--- src/rtl/auth_seq_pkg.sv ---
package auth_seq_pkg;

  localparam int BLK_W = 32;
  localparam int LEN_W = 6;

  localparam logic [4:0]       OPC_ENC_K1 = 5'b10001;
  localparam logic [4:0]       OPC_ENC_K2 = 5'b10101;
  localparam logic [LEN_W-1:0] LEN_OPC    = 6'd5;
  localparam logic [LEN_W-1:0] LEN_BLK    = 6'd32;

  typedef enum logic [3:0] {
    ST_IDLE,
    ST_DRAW,
    ST_ACK,
    ST_CMD,
    ST_CMD_FLY,
    ST_GAP,
    ST_DATA,
    ST_DATA_FLY,
    ST_GUARD,
    ST_RESP,
    ST_DECRYPT,
    ST_CHECK,
    ST_FINISH
  } seq_state_e;

endpackage

--- src/rtl/auth_wait_timer.sv ---
module auth_wait_timer #(
  parameter int CNT_W = 20
) (
  input  logic             clk,
  input  logic             rst_n,
  input  logic             load,
  input  logic [CNT_W-1:0] load_val,
  output logic             expired
);

  logic [CNT_W-1:0] cnt_q;

  always_ff @(posedge clk) begin
    if (!rst_n)             cnt_q <= '0;
    else if (load)          cnt_q <= load_val;
    else if (cnt_q != '0)   cnt_q <= cnt_q - 1'b1;
  end

  assign expired = (cnt_q == '0);

  AST_TIMER_STEP: assert property (@(posedge clk) disable iff (!rst_n)
    (!load && cnt_q != '0) |=> (cnt_q == $past(cnt_q) - 1'b1));

endmodule

--- src/rtl/auth_round_ctl.sv ---
module auth_round_ctl #(
  parameter int BLK_W   = 32,
  parameter int ROUND_W = 8
) (
  input  logic               clk,
  input  logic               rst_n,
  input  logic               arm,
  input  logic [ROUND_W-1:0] rounds_in,
  input  logic               take_ch,
  input  logic [BLK_W-1:0]   ch_in,
  input  logic               take_res,
  input  logic [BLK_W-1:0]   res_in,
  input  logic               advance,
  output logic [BLK_W-1:0]   challenge,
  output logic               match,
  output logic               last_round
);

  logic [ROUND_W-1:0] left_q;
  logic [BLK_W-1:0]   ch_q;
  logic               match_q;

  always_ff @(posedge clk) begin
    if (!rst_n) begin
      left_q  <= '0;
      ch_q    <= '0;
      match_q <= 1'b0;
    end else begin
      if (arm)
        left_q <= (rounds_in == '0) ? ROUND_W'(1) : rounds_in;
      else if (advance)
        left_q <= left_q - 1'b1;
      if (take_ch)
        ch_q <= ch_in;
      if (take_res)
        match_q <= (res_in == ch_q);
    end
  end

  assign challenge  = ch_q;
  assign match      = match_q;
  assign last_round = (left_q <= ROUND_W'(1));

  AST_ROUND_ADVANCE: assert property (@(posedge clk) disable iff (!rst_n)
    advance |-> (left_q > ROUND_W'(1)));

endmodule

--- src/rtl/auth_seq.sv ---
module auth_seq
  import auth_seq_pkg::*;
#(
  parameter int ROUND_W  = 8,
  parameter int OTD_CYC  = 90000,
  parameter int RT_CYC   = 325000,
  parameter int WDOG_CYC = 1000000
) (
  input  logic               clk,
  input  logic               rst_n,
  input  logic               start,
  input  logic               key_sel,
  input  logic [ROUND_W-1:0] rounds,
  input  logic               rnd_valid,
  output logic               rnd_ready,
  input  logic [31:0]        rnd_data,
  input  logic               ack_seen,
  output logic               tx_valid,
  input  logic               tx_ready,
  output logic [31:0]        tx_data,
  output logic [5:0]         tx_bits,
  input  logic               tx_done,
  input  logic               rx_valid,
  output logic               rx_ready,
  input  logic [31:0]        rx_data,
  output logic               dec_req,
  output logic [31:0]        dec_data,
  input  logic               dec_done,
  input  logic [31:0]        dec_result,
  output logic               busy,
  output logic               done,
  output logic               pass,
  output logic               timeout
);

  localparam int WAIT_A = (OTD_CYC > RT_CYC) ? OTD_CYC : RT_CYC;
  localparam int WAIT_M = (WDOG_CYC > WAIT_A) ? WDOG_CYC : WAIT_A;
  localparam int CNT_W  = $clog2(WAIT_M + 1);

  seq_state_e state_q, state_n;
  logic             key_q;
  logic [BLK_W-1:0] resp_q;
  logic             pass_q, to_q;

  logic             t_load;
  logic [CNT_W-1:0] t_val;
  logic             t_exp;

  logic             advance;
  logic             fin_pass, fin_to;
  logic [BLK_W-1:0] challenge;
  logic             match, last_round;
  logic             arm, take_ch, take_res;

  assign arm      = (state_q == ST_IDLE) && start;
  assign take_ch  = (state_q == ST_DRAW) && rnd_valid;
  assign take_res = (state_q == ST_DECRYPT) && dec_done;

  auth_wait_timer #(.CNT_W(CNT_W)) u_timer (
    .clk      (clk),
    .rst_n    (rst_n),
    .load     (t_load),
    .load_val (t_val),
    .expired  (t_exp)
  );

  auth_round_ctl #(.BLK_W(BLK_W), .ROUND_W(ROUND_W)) u_rounds (
    .clk        (clk),
    .rst_n      (rst_n),
    .arm        (arm),
    .rounds_in  (rounds),
    .take_ch    (take_ch),
    .ch_in      (rnd_data),
    .take_res   (take_res),
    .res_in     (dec_result),
    .advance    (advance),
    .challenge  (challenge),
    .match      (match),
    .last_round (last_round)
  );

  always_comb begin
    state_n  = state_q;
    t_load   = 1'b0;
    t_val    = '0;
    advance  = 1'b0;
    fin_pass = 1'b0;
    fin_to   = 1'b0;
    case (state_q)
      ST_IDLE:     if (start) state_n = ST_DRAW;
      ST_DRAW:     if (rnd_valid) begin
                     state_n = ST_ACK;
                     t_load  = 1'b1;
                     t_val   = CNT_W'(WDOG_CYC - 1);
                   end
      ST_ACK:      if (ack_seen) state_n = ST_CMD;
                   else if (t_exp) begin
                     state_n = ST_FINISH;
                     fin_to  = 1'b1;
                   end
      ST_CMD:      if (tx_ready) state_n = ST_CMD_FLY;
      ST_CMD_FLY:  if (tx_done) begin
                     state_n = ST_GAP;
                     t_load  = 1'b1;
                     t_val   = CNT_W'(OTD_CYC - 1);
                   end
      ST_GAP:      if (t_exp) state_n = ST_DATA;
      ST_DATA:     if (tx_ready) state_n = ST_DATA_FLY;
      ST_DATA_FLY: if (tx_done) begin
                     state_n = ST_GUARD;
                     t_load  = 1'b1;
                     t_val   = CNT_W'(RT_CYC - 1);
                   end
      ST_GUARD:    if (t_exp) begin
                     state_n = ST_RESP;
                     t_load  = 1'b1;
                     t_val   = CNT_W'(WDOG_CYC - 1);
                   end
      ST_RESP:     if (rx_valid) state_n = ST_DECRYPT;
                   else if (t_exp) begin
                     state_n = ST_FINISH;
                     fin_to  = 1'b1;
                   end
      ST_DECRYPT:  if (dec_done) state_n = ST_CHECK;
      ST_CHECK:    if (!match) state_n = ST_FINISH;
                   else if (last_round) begin
                     state_n  = ST_FINISH;
                     fin_pass = 1'b1;
                   end else begin
                     state_n = ST_DRAW;
                     advance = 1'b1;
                   end
      ST_FINISH:   state_n = ST_IDLE;
      default:     state_n = ST_IDLE;
    endcase
  end

  always_ff @(posedge clk) begin
    if (!rst_n) begin
      state_q <= ST_IDLE;
      key_q   <= 1'b0;
      resp_q  <= '0;
      pass_q  <= 1'b0;
      to_q    <= 1'b0;
    end else begin
      state_q <= state_n;
      if (arm) begin
        key_q  <= key_sel;
        pass_q <= 1'b0;
        to_q   <= 1'b0;
      end
      if (state_q == ST_RESP && rx_valid)
        resp_q <= rx_data;
      if (state_n == ST_FINISH && state_q != ST_FINISH) begin
        pass_q <= fin_pass;
        to_q   <= fin_to;
      end
    end
  end

  assign rnd_ready = (state_q == ST_DRAW);
  assign tx_valid  = (state_q == ST_CMD) || (state_q == ST_DATA);
  assign tx_bits   = (state_q == ST_DATA) ? LEN_BLK : LEN_OPC;
  assign tx_data   = (state_q == ST_DATA) ? challenge
                   : {27'd0, (key_q ? OPC_ENC_K2 : OPC_ENC_K1)};
  assign rx_ready  = (state_q == ST_RESP);
  assign dec_req   = (state_q == ST_DECRYPT);
  assign dec_data  = resp_q;
  assign done      = (state_q == ST_FINISH);
  assign busy      = (state_q != ST_IDLE) && (state_q != ST_FINISH);
  assign pass      = pass_q;
  assign timeout   = to_q;

  AST_TX_HOLD: assert property (@(posedge clk) disable iff (!rst_n)
    (tx_valid && !tx_ready) |=> (tx_valid && $stable(tx_data) && $stable(tx_bits)));
  AST_DEC_HOLD: assert property (@(posedge clk) disable iff (!rst_n)
    (dec_req && !dec_done) |=> (dec_req && $stable(dec_data)));
  AST_ONE_PHASE: assert property (@(posedge clk) disable iff (!rst_n)
    $onehot0({tx_valid, rx_ready, dec_req, rnd_ready}));
  AST_OPC_CODE: assert property (@(posedge clk) disable iff (!rst_n)
    (tx_valid && tx_bits == 6'd5) |-> (tx_data[4:0] == 5'b10001 || tx_data[4:0] == 5'b10101));
  AST_DONE_IDLE: assert property (@(posedge clk) disable iff (!rst_n)
    done |-> !busy);
  AST_STATUS_EXCL: assert property (@(posedge clk) disable iff (!rst_n)
    done |-> !(pass && timeout));
  AST_BUSY_FALL: assert property (@(posedge clk) disable iff (!rst_n)
    $fell(busy) |-> done);

endmodule

--- config.mk ---
export PLATFORM = sky130hd
export DESIGN_NAME = auth_seq
export DESIGN_NICKNAME = d
export VERILOG_FILES = /design/src/rtl/auth_seq_pkg.sv /design/src/rtl/auth_wait_timer.sv /design/src/rtl/auth_round_ctl.sv /design/src/rtl/auth_seq.sv
export SDC_FILE = /design/constraint.sdc
export NUM_CORES = 1
export LEC_CHECK = 0
export ABC_CLOCK_PERIOD_IN_PS = 2740
export BUFFER_PORTS_ARGS = -buffer_cell sky130_fd_sc_hd__buf_2
export CAP_MARGIN = 20
export CORE_ASPECT_RATIO = 1.4
export CORE_MARGIN = 3
export CORE_UTILIZATION = 47
export CTS_CLUSTER_SIZE = 10
export DETAILED_ROUTE_END_ITERATION = 8
export GPL_ROUTABILITY_DRIVEN = 0
export GPL_TIMING_DRIVEN = 0
export PLACE_DENSITY_LB_ADDON = 0.15
export SYNTH_ARGS = -nofsm -noshare
export SYNTH_HDL_FRONTEND = slang
export SYNTH_SLANG_ARGS = --single-unit
--- constraint.sdc ---
create_clock -name clk -period 2.74 [get_ports clk]
set_input_delay 0.411 -clock clk [delete_from_list [all_inputs] [get_ports clk]]
set_output_delay 0.411 -clock clk [all_outputs]
set_load 0.03 [all_outputs]
==> results of run 1 <==
## flip-flops by register name, indices dropped and copies added, names as in the netlist
| signal | count |
|---|---|
| dec_data | 32 |
| key_q | 1 |
| u_rounds.left_q | 8 |
| timeout | 1 |
| pass | 1 |
| state_q | 4 |
| u_timer.cnt_q | 20 |
| u_rounds.challenge | 32 |
| u_rounds.match | 1 |
## report_power, final
part | leakage, uW | internal, uW | total [uW] | switching [uW]
clock | 0.000146 | 651 | 1290 | 635
combinational | 0.00184 | 668 | 1600 | 931
sequential | 0.000813 | 1630 | 1840 | 214
total | 0.00280 | 2950 | 4730 | 1780
## per-stage QoR
step           area (sq um)  power [uW]
2_1_floorplan          5136        2983
3_3_place_gp           6250        3368
3_5_place_dp           6250        3419
4_1_cts                6554        4709
5_1_grt                6561        5004
6_report               6561        4730
## worst min-delay path, cell delays in order
cell,delay (ns)
sky130_fd_sc_hd__buf_2,0.09
sky130_fd_sc_hd__nand2_1,0.04
sky130_fd_sc_hd__a21oi_1,0.05
## final timing paths
check / endpoint / slack, ns
max: u_timer.cnt_q[3] / 0.18
max reg2reg: u_timer.cnt_q[3] / 0.18
min reg2reg: dec_data[1] / 0.45
min: dec_data[31] / 0.28
## cells by family (layout without fill, tap and decap cells)
logic type / count (synthesis) / count (layout)
AND/OR/NAND/NOR: 309 / 309
AO/OA/AOI/OAI: 143 / 143
buffers and inverters: 57 / 260
flip-flops: 100 / 100
multiplexers: 4 / 4
XOR/XNOR: 45 / 45
other: 1 / 3
adder cells (fa/ha/maj): 3 / 3
## routing by layer
metal / GRT usage (%) / routed length, um / up-vias
met3: 6.852 / 1291 / 50
li1: - / - / 2720
met5: 0 / 0 / -
met4: 10.97 / 576 / 0
met1: 30.23 / 6117 / 2467
met2: 46.57 / 8247 / 250
## what timing repair did
| item | in CTS | in global routing |
|---|---|---|
| hold buffers | 0 | 0 |
| setup endpoints to repair | 1 | 23 |
| pin swaps | 0 | 0 |
| gates resized for setup | 1 | 5 |
## cells in the final DEF, fill, tap and decap left out, types with 6 or more instances in the layout
master,count
sky130_fd_sc_hd__nor2_1,20
sky130_fd_sc_hd__clkbuf_16,9
sky130_fd_sc_hd__nand4_1,10
sky130_fd_sc_hd__nor4_1,11
sky130_fd_sc_hd__a21oi_1,89
sky130_fd_sc_hd__or4_1,6
sky130_fd_sc_hd__nor3_1,14
sky130_fd_sc_hd__nand3_1,25
sky130_fd_sc_hd__o21ai_0,9
sky130_fd_sc_hd__buf_2,188
sky130_fd_sc_hd__nand2_1,155
sky130_fd_sc_hd__clkbuf_1,34
sky130_fd_sc_hd__xor2_1,7
sky130_fd_sc_hd__inv_1,11
sky130_fd_sc_hd__and3_1,33
sky130_fd_sc_hd__dfxtp_1,100
sky130_fd_sc_hd__a31oi_1,9
sky130_fd_sc_hd__xnor2_1,38
## layout make-up
| class | count | area share (%) |
|---|---|---|
| well taps | 138 | 2.632 |
| clock buffers | 9 | 3.432 |
| flip-flops and latches | 100 | 30.51 |
| multi-input cells | 507 | 43.80 |
| repair buffers | 188 | 14.34 |
| plain buffers | 45 | 3.471 |
| clock inverters | 7 | 1.182 |
| inverters | 11 | 0.6293 |
==> impl_metrics.yaml, run 1 <==
sta:
  setup_violations: 0
  slew_headroom_pct: 48.73
  setup_slack_ns: 0.1767
  totalNegativeSetupSlack_ns: 0
  finClkSkew_ns: 0.008596
  timing.hold.ws_ns: 0.2845
  slew_violations: 0
  max_freq_mhz: 390.1
  finalWorstPathRequiredPeriod_ns: 2.563
  tightestPinTransition_ns: 0.7611
  hold_viol: 0
  grt_setup_unrepaired: "false"
  post-route-period-util_pct: 93.55
clock_tree:
  cts_post_setup_buffers_inserted: 0
  clock_network_latency_to_the_later_pin_of_the_worst_skew_pair_ns: 0.36
  cts-buffers-inserted: 9
  clkTransAtPathRegs_ns: 0.08
  clk_path_buf_depth: 2
  cts_max_level: 3
  cts_sinks: 100
  cts_tree: "built"
  cts_root_buf: "sky130_fd_sc_hd__clkbuf_16"
route:
  post-route-drc-count: 0
  drt-vias-per-instance: 5.460
  drt-total-wl_um: 16230
  detailroute.via_count: 5487
  drt_pre_antenna_iters: 5
  detail_route.wl_per_cell_um: 16.15
  ant_nets: 0
  detail_route.iter0.violations: 510
floorplan:
  num_rows: 44
  fp.dieH_um: 129.6
  chipWidth_um: 94.29
  design.die.area_sq_um: 12220
  core-area_sq_um: 10520
  start_util_pct: 48.77
  io_pins: 192
critical_path:
  critical-path-slowest-cell: "sky130_fd_sc_hd__nor4_1"
  slowest_delay_ns: 0.67
  crit_start: "u_timer.cnt_q[9]"
  worst_setup_path_end_kind: "flip-flop"
  critical_path_required_ns: 2.94
  startpoint_type: "flip-flop"
  critical_path_depth: 6
  reg2reg_depth: 6
  crit_path_category: "reg -> reg"
  critical_path.max_fanout: 7
  cp_data_arrival_time_ns: 2.77
  critical_path.n_buffers_inverters: 1
  critical_path.reg2reg.startpoint: "u_timer.cnt_q[9]"
  cp_cell_sequence: "nor4_1, and4_1, clkbuf_1, nand3_1, o21ai_0, a21oi_1"
  cp_top_family: "simple AND/OR/NAND/NOR gates"
power:
  vdd.ir_drop.worst_mv: 0.3433
  cellPowerDensity_nw_per_um2: 720.8
  leakagePower_uw: 0.002803
logic_synthesis:
  synth_simple_gate_area_share_pct: 29.84
  post_synth_num_cell_types: 62
  post_synth_mux_area_share_pct: 0.8295
  synth_warnings: 0
  synth_top_area_cell: "sky130_fd_sc_hd__dfxtp_1"
  avg_synthesized_cell_area_sq_um: 7.747
  syn-instance-count: 662
  dominantRegCellSynth: "sky130_fd_sc_hd__dfxtp_1"
  synth.cell_area_sq_um: 5129
  ffs_w_async_s_r_synth_pct: 0
  most_frequent_cell_after_synthesis: "sky130_fd_sc_hd__nand2_1"
  synth.ff_latch_count: 100
  synth-compound-area-share_pct: 16.57
  synth_top_family_by_area: "simple AND/OR/NAND/NOR gates"
  seq_area_frac_synth_pct: 39.03
  synth-adder-area-share_pct: 0.7319
  synth_edf_count: 0
  xor_and_xnor_fraction_of_the_mapped_netlist_area_pct: 7.685
  post_synth_main_area_contributors: "sky130_fd_sc_hd__dfxtp_1, sky130_fd_sc_hd__nand2_1, sky130_fd_sc_hd__a21oi_1"
  synth_top_cells_by_count: "sky130_fd_sc_hd__nand2_1, sky130_fd_sc_hd__dfxtp_1, sky130_fd_sc_hd__a21oi_1"
  synth_top_area_share_pct: 39.03
worst_hold_path:
  hold_class: "in -> reg"
  holdCritStartpoint: "rx_data[31]"
  hold_path_depth: 3
finish:
  final-instance-count-excl-fill: 1005
  regArea_sq_um: 2002
  final_layout_size_suffix_gt1_share_pct: 26.41
  number_of_inserted_filler_cells_in_the_final_layout: 988
  syn_to_final_growth_pct: 27.93
  finalNetCount: 979
  final_core_utilization_pct: 62.40
  multi_input_comb_area_sq_um: 2874
  n_antenna_cell: 0
global_routing:
  grtUsageTotal_pct: 26.48
  maximum_number_of_pins_on_one_net_before_global_route_repair: 21
  number_of_antenna_violations_at_the_first_check_in_global_routing: 0
  first_global_vias: 5382
  grt-ovfl-total: 0
  grt_pass1_wl_um: 25540
run:
  drv_cap: 0
place:
  placement.io_buffers: 188
  placed_cells_incl_taps: 990
  post-place-ws_ns: 0.06927
  post-dp-hpwl_um: 12560
outcome:
  status: "complete, no violations"
Power figures use the tool's default switching activity.
==> run 2, diff against run 1 <==
==> constraint.sdc (replaced) <==
create_clock -name clk -period 2.74 [get_ports clk]
set_input_delay 0.411 -clock clk [delete_from_list [all_inputs] [get_ports clk]]
set_output_delay 0.411 -clock clk [all_outputs]
set_load 0.05 [all_outputs]
==> run 2 against run 1 <==
Effect of this change:
- maximum frequency decreased by 5.8%
- worst setup slack got worse by 0.16 ns
- final area about the same
- count of clock-buffer cells in the layout unchanged
==> impl_metrics.yaml, run 2 (same netlist as run 1, synthesis figures left out) <==
sta:
  max_freq_mhz: 367.3
  hold_viol: 0
  timing.hold.ws_ns: 0.2915
  finClkSkew_ns: 0.007026
  totalNegativeSetupSlack_ns: 0
  slew_headroom_pct: 45.51
  post-route-period-util_pct: 99.36
  finalWorstPathRequiredPeriod_ns: 2.723
  grt_setup_unrepaired: "false"
  setup_violations: 0
  setup_slack_ns: 0.01745
  slew_violations: 0
  tightestPinTransition_ns: 0.8136
route:
  drt_pre_antenna_iters: 5
  post-route-drc-count: 0
  detailroute.via_count: 5654
  detail_route.wl_per_cell_um: 16.43
  detail_route.iter0.violations: 385
  ant_nets: 0
  drt-total-wl_um: 16530
  drt-vias-per-instance: 5.620
finish:
  layout_common_cells: "sky130_fd_sc_hd__buf_2, sky130_fd_sc_hd__nand2_1, sky130_fd_sc_hd__dfxtp_1"
  layout_commonest_cell: "sky130_fd_sc_hd__buf_2"
  finalNetCount: 980
  final-instance-count-excl-fill: 1006
  final_layout_size_suffix_gt1_share_pct: 26.84
  number_of_inserted_filler_cells_in_the_final_layout: 1021
  final_core_utilization_pct: 62.36
  syn_to_final_growth_pct: 27.86
  n_antenna_cell: 0
global_routing:
  grt_pass1_wl_um: 25940
  grt-ovfl-total: 0
  grt_util_met2_pct: 47.41
  grt_use_met3_pct: 4.994
  busiest_layer: "met2"
  global_route.usage.met1_pct: 29.84
  maximum_number_of_pins_on_one_net_before_global_route_repair: 20
  number_of_antenna_violations_at_the_first_check_in_global_routing: 0
  grtUsageTotal_pct: 26.80
  first_global_vias: 5489
critical_path:
  cp_data_arrival_time_ns: 2.97
  critical_path_required_ns: 2.99
  critical_path.max_fanout: 8
  startpoint_type: "flip-flop"
  crit_path_category: "reg -> reg"
  worst_setup_path_end_kind: "flip-flop"
clock_tree:
  cts_hold_buffers_added: 0
  clk_path_buf_depth: 2
  clock_network_latency_to_the_later_pin_of_the_worst_skew_pair_ns: 0.35
  cts-buffers-inserted: 9
  clkTransAtPathRegs_ns: 0.07
  cts_max_level: 3
  cts_sinks: 100
  cts_root_buf: "sky130_fd_sc_hd__clkbuf_16"
  cts_tree: "built"
  cts_post_setup_buffers_inserted: 0
floorplan:
  io_pins: 192
  start_util_pct: 48.77
  design.die.area_sq_um: 12220
  fp.dieH_um: 129.6
  num_rows: 44
  chipWidth_um: 94.29
  core-area_sq_um: 10520
run:
  drv_cap: 0
power:
  vdd.ir_drop.worst_mv: 0.3448
  netSwitchingPower_uw: 1781
  clock_power_share_pct: 26.7
  comb_power_share_pct: 34.2
  sequentialPowerShare_pct: 39.1
  intPower_uw: 2932
  leakagePower_uw: 0.002808
  cellPowerDensity_nw_per_um2: 718.6
  netSwitchingFraction_pct: 37.78
place:
  post-place-ws_ns: 0.1336
  placement.io_buffers: 188
  post-dp-hpwl_um: 12710
  placed_cells_incl_taps: 990
worst_hold_path:
  hold_class: "in -> reg"
outcome:
  status: "complete, no violations"
## run 2: cell count changes in the layout (fill, tap and decap cells not counted), moves of 2 or more
cell,delta
sky130_fd_sc_hd__inv_8,-3
sky130_fd_sc_hd__inv_6,+3
sky130_fd_sc_hd__nor4b_2,+2
sky130_fd_sc_hd__clkbuf_2,+2
## run 2: power groups by stage
| stage | Combinational (uW) | Sequential (uW) | Clock, uW |
|---|---|---|---|
| 4_1_cts | 1590 | 1840 | 1270 |
| 6_report | 1610 | 1840 | 1260 |
| 2_1_floorplan | 1190 | 1820 | 0 |
| 3_5_place_dp | 1580 | 1870 | 0 |
| 5_1_grt | 1780 | 1870 | 1340 |
| 3_3_place_gp | 1540 | 1850 | 0 |
## run 2: what timing repair did
item                       in CTS  in global routing
cloned                          0                  0
resized for setup               3                  5
setup endpoints to repair      29                 35
## run 2: cell type report
type                    count  area, sq um  share of cell area, %
multi-input cells         507         2874                  43.83
flip-flops and latches    100         2002                  30.53
repair buffers            188        940.9                  14.35
plain buffers              46        234.0                  3.568
clock buffers               9        225.2                  3.434
well taps                 138        172.7                  2.633
clock inverters             7        67.56                  1.030
inverters                  11        41.29                 0.6297
## run 2: critical path, stage by stage (launching register included)
cell	delay [ns]
sky130_fd_sc_hd__dfxtp_1	0.33
sky130_fd_sc_hd__inv_1	0.09
sky130_fd_sc_hd__ha_1	0.22
sky130_fd_sc_hd__nor4b_2	0.65
sky130_fd_sc_hd__nand2_1	0.27
sky130_fd_sc_hd__or4_4	0.62
sky130_fd_sc_hd__and4_4	0.23
sky130_fd_sc_hd__a2bb2o_4	0.20
## run 2: metal layers
| metal | routed length [um] | part of all wire (%) | vias up |
|---|---|---|---|
| met5 | 0 | 0 | - |
| met4 | 691 | 4.2 | 0 |
| met3 | 1166 | 7.1 | 64 |
| met2 | 8484 | 51 | 277 |
| met1 | 6184 | 37 | 2597 |
| li1 | - | - | 2716 |
## run 2: per-stage QoR
stage,total power [uW],cell area (sq um)
finish,4713,6558
floorplan,3005,5145
global route,4982,6558
global placement,3391,6259
detailed placement,3442,6259
CTS,4694,6555
## run 2: path summary, 6_finish.rpt
check,start,to,slack (ns),depth (start not counted)
setup / recovery,u_timer.cnt_q[0],timeout,0.02,7
hold / removal,rx_data[28],dec_data[28],0.29,3
setup reg to reg,u_timer.cnt_q[0],timeout,0.02,7
hold reg to reg,dec_data[7],dec_data[7],0.45,2
